### src/rtl/sf_pkg.sv
package sf_pkg;
  typedef enum logic [1:0] {
    TXN_READ  = 2'd0,
    TXN_WRITE = 2'd1,
    TXN_EVICT = 2'd2,
    TXN_INVAL = 2'd3
  } txn_e;
endpackage

### src/rtl/sf_lookup.sv
module sf_lookup #(
  parameter int WAYS  = 2,
  parameter int TAG_W = 10,
  localparam int WAY_W = $clog2(WAYS)
) (
  input  logic [WAYS-1:0]  way_vld_i,
  input  logic [TAG_W-1:0] way_tag_i [WAYS],
  input  logic [TAG_W-1:0] tag_i,
  output logic             hit_o,
  output logic [WAY_W-1:0] hit_way_o,
  output logic             free_o,
  output logic [WAY_W-1:0] free_way_o
);
  logic [WAYS-1:0] match;

  for (genvar w = 0; w < WAYS; w++) begin : g_cmp
    assign match[w] = way_vld_i[w] && (way_tag_i[w] == tag_i);
  end

  // lowest index wins
  always_comb begin
    hit_o      = 1'b0;
    hit_way_o  = '0;
    free_o     = 1'b0;
    free_way_o = '0;
    for (int i = WAYS - 1; i >= 0; i--) begin
      if (match[i]) begin
        hit_o     = 1'b1;
        hit_way_o = WAY_W'(i);
      end
      if (!way_vld_i[i]) begin
        free_o     = 1'b1;
        free_way_o = WAY_W'(i);
      end
    end
  end
endmodule

### src/rtl/sf_victim.sv
module sf_victim #(
  parameter int SETS = 4,
  parameter int WAYS = 2,
  localparam int IDX_W = $clog2(SETS),
  localparam int WAY_W = $clog2(WAYS)
) (
  input  logic             clk_i,
  input  logic             rst_ni,
  input  logic             adv_i,
  input  logic [IDX_W-1:0] set_i,
  output logic [WAY_W-1:0] ptr_o
);
  logic [WAY_W-1:0] rr_q [SETS];

  assign ptr_o = rr_q[set_i];

  always_ff @(posedge clk_i or negedge rst_ni) begin
    if (!rst_ni) begin
      for (int s = 0; s < SETS; s++) rr_q[s] <= '0;
    end else if (adv_i) begin
      rr_q[set_i] <= (rr_q[set_i] == WAY_W'(WAYS - 1)) ? '0 : rr_q[set_i] + 1'b1;
    end
  end
endmodule

### src/rtl/sf_action.sv
module sf_action import sf_pkg::*; #(
  parameter int N_CACHE = 4,
  localparam int SRC_W = $clog2(N_CACHE)
) (
  input  logic               excl_i,
  input  txn_e               kind_i,
  input  logic [SRC_W-1:0]   src_i,
  input  logic               hit_i,
  input  logic [N_CACHE-1:0] hit_vec_i,
  output logic [N_CACHE-1:0] mask_o,
  output logic               keep_o,
  output logic [N_CACHE-1:0] new_vec_o,
  output logic               alloc_o
);
  logic [N_CACHE-1:0] req, others, left;

  assign req    = N_CACHE'(1) << src_i;
  assign others = ~req;
  assign left   = hit_vec_i & others;

  always_comb begin
    mask_o    = '0;
    keep_o    = hit_i;
    new_vec_o = hit_vec_i;
    alloc_o   = 1'b0;
    if (!excl_i) begin
      unique case (kind_i)
        TXN_READ, TXN_WRITE: begin
          if (hit_i) begin
            mask_o    = left;
            new_vec_o = (kind_i == TXN_READ) ? (hit_vec_i | req) : req;
          end else begin
            alloc_o   = 1'b1;
            new_vec_o = req;
          end
        end
        TXN_EVICT: begin
          new_vec_o = left;
          keep_o    = hit_i && (left != '0);
        end
        TXN_INVAL: begin
          mask_o = hit_i ? left : '0;
          keep_o = 1'b0;
        end
        default: ;
      endcase
    end else begin
      // entry = block held by no cache
      unique case (kind_i)
        TXN_READ, TXN_WRITE: begin
          mask_o = hit_i ? '0 : others;
          keep_o = 1'b0;
        end
        TXN_INVAL: begin
          mask_o    = hit_i ? '0 : others;
          alloc_o   = !hit_i;
          new_vec_o = '0;
        end
        default: ;
      endcase
    end
  end
endmodule

### src/rtl/snoop_filter.sv
module snoop_filter import sf_pkg::*; #(
  parameter int N_CACHE = 4,
  parameter int ADDR_W  = 12,
  parameter int SETS    = 4,
  parameter int WAYS    = 2,
  localparam int SRC_W  = $clog2(N_CACHE),
  localparam int IDX_W  = $clog2(SETS),
  localparam int TAG_W  = ADDR_W - IDX_W,
  localparam int WAY_W  = $clog2(WAYS)
) (
  input  logic               clk_i,
  input  logic               rst_ni,
  input  logic               excl_mode_i,
  input  logic               txn_vld_i,
  input  logic [ADDR_W-1:0]  txn_addr_i,
  input  logic [1:0]         txn_type_i,
  input  logic [SRC_W-1:0]   txn_src_i,
  output logic               snp_vld_o,
  output logic [N_CACHE-1:0] snp_mask_o,
  output logic               binv_vld_o,
  output logic [ADDR_W-1:0]  binv_addr_o,
  output logic [N_CACHE-1:0] binv_mask_o
);
  logic               vld_q [SETS][WAYS];
  logic [TAG_W-1:0]   tag_q [SETS][WAYS];
  logic [N_CACHE-1:0] vec_q [SETS][WAYS];

  logic [IDX_W-1:0]   set_idx;
  logic [TAG_W-1:0]   tag;
  logic [WAYS-1:0]    set_vld;
  logic [TAG_W-1:0]   set_tag [WAYS];
  logic               hit, free_any, keep, alloc, rep;
  logic [WAY_W-1:0]   hit_way, free_way, rr_ptr, fill_way;
  logic [N_CACHE-1:0] hit_vec, mask, new_vec;

  assign set_idx = txn_addr_i[IDX_W-1:0];
  assign tag     = txn_addr_i[ADDR_W-1:IDX_W];

  for (genvar w = 0; w < WAYS; w++) begin : g_set
    assign set_vld[w] = vld_q[set_idx][w];
    assign set_tag[w] = tag_q[set_idx][w];
  end

  sf_lookup #(.WAYS(WAYS), .TAG_W(TAG_W)) u_lookup (
    .way_vld_i (set_vld),
    .way_tag_i (set_tag),
    .tag_i     (tag),
    .hit_o     (hit),
    .hit_way_o (hit_way),
    .free_o    (free_any),
    .free_way_o(free_way)
  );

  assign hit_vec = vec_q[set_idx][hit_way];

  sf_action #(.N_CACHE(N_CACHE)) u_action (
    .excl_i   (excl_mode_i),
    .kind_i   (txn_e'(txn_type_i)),
    .src_i    (txn_src_i),
    .hit_i    (hit),
    .hit_vec_i(hit_vec),
    .mask_o   (mask),
    .keep_o   (keep),
    .new_vec_o(new_vec),
    .alloc_o  (alloc)
  );

  assign rep      = txn_vld_i && !hit && alloc && !free_any;
  assign fill_way = free_any ? free_way : rr_ptr;

  sf_victim #(.SETS(SETS), .WAYS(WAYS)) u_victim (
    .clk_i (clk_i),
    .rst_ni(rst_ni),
    .adv_i (rep),
    .set_i (set_idx),
    .ptr_o (rr_ptr)
  );

  always_ff @(posedge clk_i or negedge rst_ni) begin
    if (!rst_ni) begin
      for (int s = 0; s < SETS; s++) begin
        for (int w = 0; w < WAYS; w++) begin
          vld_q[s][w] <= 1'b0;
          tag_q[s][w] <= '0;
          vec_q[s][w] <= '0;
        end
      end
      snp_vld_o   <= 1'b0;
      snp_mask_o  <= '0;
      binv_vld_o  <= 1'b0;
      binv_addr_o <= '0;
      binv_mask_o <= '0;
    end else begin
      snp_vld_o  <= txn_vld_i;
      snp_mask_o <= txn_vld_i ? mask : '0;
      if (rep && !excl_mode_i) begin
        binv_vld_o  <= 1'b1;
        binv_addr_o <= {tag_q[set_idx][fill_way], set_idx};
        binv_mask_o <= vec_q[set_idx][fill_way];
      end else begin
        binv_vld_o  <= 1'b0;
        binv_addr_o <= '0;
        binv_mask_o <= '0;
      end
      if (txn_vld_i) begin
        if (hit) begin
          if (keep) vec_q[set_idx][hit_way] <= new_vec;
          else      vld_q[set_idx][hit_way] <= 1'b0;
        end else if (alloc) begin
          vld_q[set_idx][fill_way] <= 1'b1;
          tag_q[set_idx][fill_way] <= tag;
          vec_q[set_idx][fill_way] <= new_vec;
        end
      end
    end
  end
endmodule

### config.mk
export PLATFORM = sky130hd
export DESIGN_NAME = snoop_filter
export DESIGN_NICKNAME = d
export VERILOG_FILES = /design/src/rtl/sf_pkg.sv /design/src/rtl/sf_lookup.sv /design/src/rtl/sf_victim.sv /design/src/rtl/sf_action.sv /design/src/rtl/snoop_filter.sv
export SDC_FILE = /design/constraint.sdc
export NUM_CORES = 1
export LEC_CHECK = 0
export BUFFER_PORTS_ARGS = -buffer_cell sky130_fd_sc_hd__buf_2
export CAP_MARGIN = 20
export CORE_MARGIN = 4
export CORE_UTILIZATION = 55
export CTS_CLUSTER_DIAMETER = 100
export DETAILED_ROUTE_END_ITERATION = 16
export PLACE_DENSITY = 0.82
export SLEW_MARGIN = 25
export SYNTH_ARGS = -nofsm -noshare
export SYNTH_HDL_FRONTEND = slang
export SYNTH_SLANG_ARGS = --single-unit
### constraint.sdc
create_clock -name clk_i -period 2.75 [get_ports clk_i]
set_input_delay 0.4125 -clock clk_i [delete_from_list [all_inputs] [get_ports clk_i]]
set_output_delay 0.4125 -clock clk_i [all_outputs]
set_load 0.01 [all_outputs]
==> results.cfg <==
[status]
status = complete, but fails checks
violations = negative hold slack, negative setup slack

[layout]
seq_area_um2 = 3654
finalNonFillerCells = 893
fill_cells = 806
nets = 724
multiInputGateArea_um2 = 3930
drive_above_1_share_pct = 49.79
diodes = 0
syn_to_final_growth_pct = 27.44

[critical_path]
r2r_start = tag_q[61]
endpoint_kind = register
path_class = register to register
cp.required_ns = 3.07
arrival_ns = 3.49
r2r_cells = 9
cp-start-kind = register
path_max_fanout = 4
rr_endpoint = vec_q[3]
reg2reg_slack_ns = -0.42

[clocking]
cts-root-buf = clkbuf_16
cts_tree = built
clk_path_buf_depth = 2
hold_buffers = 0
cts.sinks = 146
clk_pin_slew_ns = 0.07
worstSkewPairLatency_ns = 0.44
cts_buffers = 17
htreeDepth = 4

[logic_synthesis]
synthTopCellsByCount = 146 x dfrtp_1, 78 x mux2_2, 40 x mux2_1, 37 x mux2i_1, 36 x nor2_1
synth.area.top_cells = dfrtp_1 48%, mux2_2 12%, mux4_2 8.0%, mux2_1 6.0%, mux2i_1 4.9%
syn_nets = 591
synth_cell_types = 62
synthMostInstantiatedCell = dfrtp_1
ys.warnings.count = 0
synth_ff_type = dfrtp_1
syn_avg_cell_area_um2 = 13.25
synth_seq_cells = 146
synth_top_area_share_pct = 48.30
synth-seq-area-share_pct = 48.30
synthCells = 571
synthArstFlopShare_pct = 100.0
synth_area_um2 = 7565
synth_edf_count = 0
synth_top_area_cell = dfrtp_1

[sta]
hold_viol = 1
fmax_mhz = 315.8
max-slew-margin-rel_pct = 49.32
hold_ws_ns = -0.001925
rsz0062_at_grt = yes
worst_slew_pin_slew_ns = 0.7561
fin_crit_sh_pct = 115.2
slew_viol_final = 0
finalSetupViolations = 121
fin_skew_ns = 0.01452
layout_setup_ws_ns = -0.4171
finalCriticalPeriod_ns = 3.167

[flow_run]
cap_violations = 0

[die]
die_y_um = 125.3
core_um2 = 13350
start_util_pct = 56.67
ios = 42
die_width_um = 125.3
rows = 42
dieArea_um2 = 15690

[route]
firstDrtPassIters = 5
wirelength_um = 19140
viasPerCell = 6.086
drtIter0Drc = 425
vias = 5435
wl_per_cell_um = 21.43
postRouteAntennaNets = 0
drcViolationCount = 0

[placement]
dp_slack_ns = -0.7677
dp.final_hpwl_um = 13170
place_congestion = 0.9658
port_buffers = 41
dp.cells = 854

[global_route]
grt_start_max_net_pins = 76
grt_pass1_wl_um = 31290
grt_overflow = 0
antenna_found_initial = 0
first_global_vias = 5863
groute.usage.overall_pct = 25.40

[power]
ir_worst_vdd_v = 0.0006434
power_density_nw_per_um2 = 883.7
power_leakage_nw = 4.451

[worst_hold_path]
hold_path_class = input pin to async pin
## sequential cells by signal, indices dropped and copies added, names as in the netlist
signal and cells:
tag_q 80, binv_addr_o 12, snp_mask_o 4, vec_q 32
snp_vld_o 1, binv_vld_o 1, binv_mask_o 4, vld_q 8
u_victim.rr_q 4
## critical path, cell delays in order (launching register included)
cell and delay, ns:
dfrtp_1 0.40, mux4_2 0.52, xnor2_2 0.19, nand2_2 0.09
or4_4 0.57, o32a_1 0.32, a311oi_2 0.23, buf_4 0.17
and2b_2 0.21, mux2_1 0.34
## placed cells by master, fill, tap and decap left out, types with 17 or more instances in the layout
| cell | instances |
|---|---|
| clkbuf_16 | 17 |
| nand2_1 | 26 |
| mux2_1 | 25 |
| dfrtp_1 | 146 |
| xnor2_1 | 20 |
| mux4_2 | 27 |
| buf_2 | 39 |
| buf_4 | 97 |
| mux2_2 | 62 |
| mux2i_1 | 36 |
| nor2_1 | 25 |
| mux2_4 | 35 |
## how the worst max path moves through the flow
stage / slack (ns) / depth (start not counted) / start / end
finish: -0.42 / 9 / tag_q[61] / vec_q[3]
global route: -0.51 / 9 / tag_q[61] / vec_q[3]
CTS: -0.39 / 9 / tag_q[61] / vec_q[2]
detailed placement: -0.77 / 11 / txn_addr_i[1] / vec_q[11]
global placement: -0.71 / 9 / txn_addr_i[0] / vec_q[1]
floorplan: -0.30 / 13 / txn_addr_i[1] / tag_q[31]
## layer usage
metal / wire (um) / global-route usage [%] / up-vias
met5: 0 / 0 / -
met4: 597 / 12.05 / 0
met3: 956 / 5.970 / 55
met2: 9439 / 40.37 / 171
met1: 8147 / 33.25 / 2856
li1: - / - / 2353
## cell type report
type                    instances  area share (%)
well taps                     176           2.284
clock inverters                15           1.687
repair buffers                154           12.68
multi-input cells             378           40.77
clock buffers                  17           4.413
flip-flops and latches        146           37.90
inverters                       7          0.2726
## metrics by stage
stage	power [mW]	util (%)	area, um^2	setup TNS, ns	hold slack (ns)
4_1_cts	8.451	71.84	9589	-24.97	0.01652
3_3_place_gp	5.872	66.46	8871	-90.90	0.4502
5_1_grt	8.934	72.23	9641	-37.53	0.05131
6_report	8.519	72.23	9641	-27.15	-0.001925
3_5_place_dp	6.055	66.46	8871	-96.07	0.4665
2_1_floorplan	5.007	-	7805	-32.35	0.1169
## cells by family (layout without fill, tap and decap cells)
group                  count (synthesis)  in the layout  synth area share (%)
AO/OA/AOI/OAI                         45             45                 5.458
XOR/XNOR                              28             28                 3.242
buffers and inverters                 47            193                 3.457
flip-flops                           146            146                 48.30
multiplexers                         187            187                 31.64
AND/OR/NAND/NOR                      118            118                 7.906
## timing repair
| action | 4_1_cts | 5_1_grt |
|---|---|---|
| setup buffers | 7 | 0 |
| endpoints found under the setup margin | 145 | 144 |
| pin swaps | 7 | 8 |
| resized for setup | 18 | 15 |
## report_power, final
group	internal (mW)	leakage [nW]	switching [mW]
combinational	1.70	2.28	1.24
clock	1.22	0.291	1.05
sequential	2.87	1.89	0.441
Power figures use the tool's default switching activity.
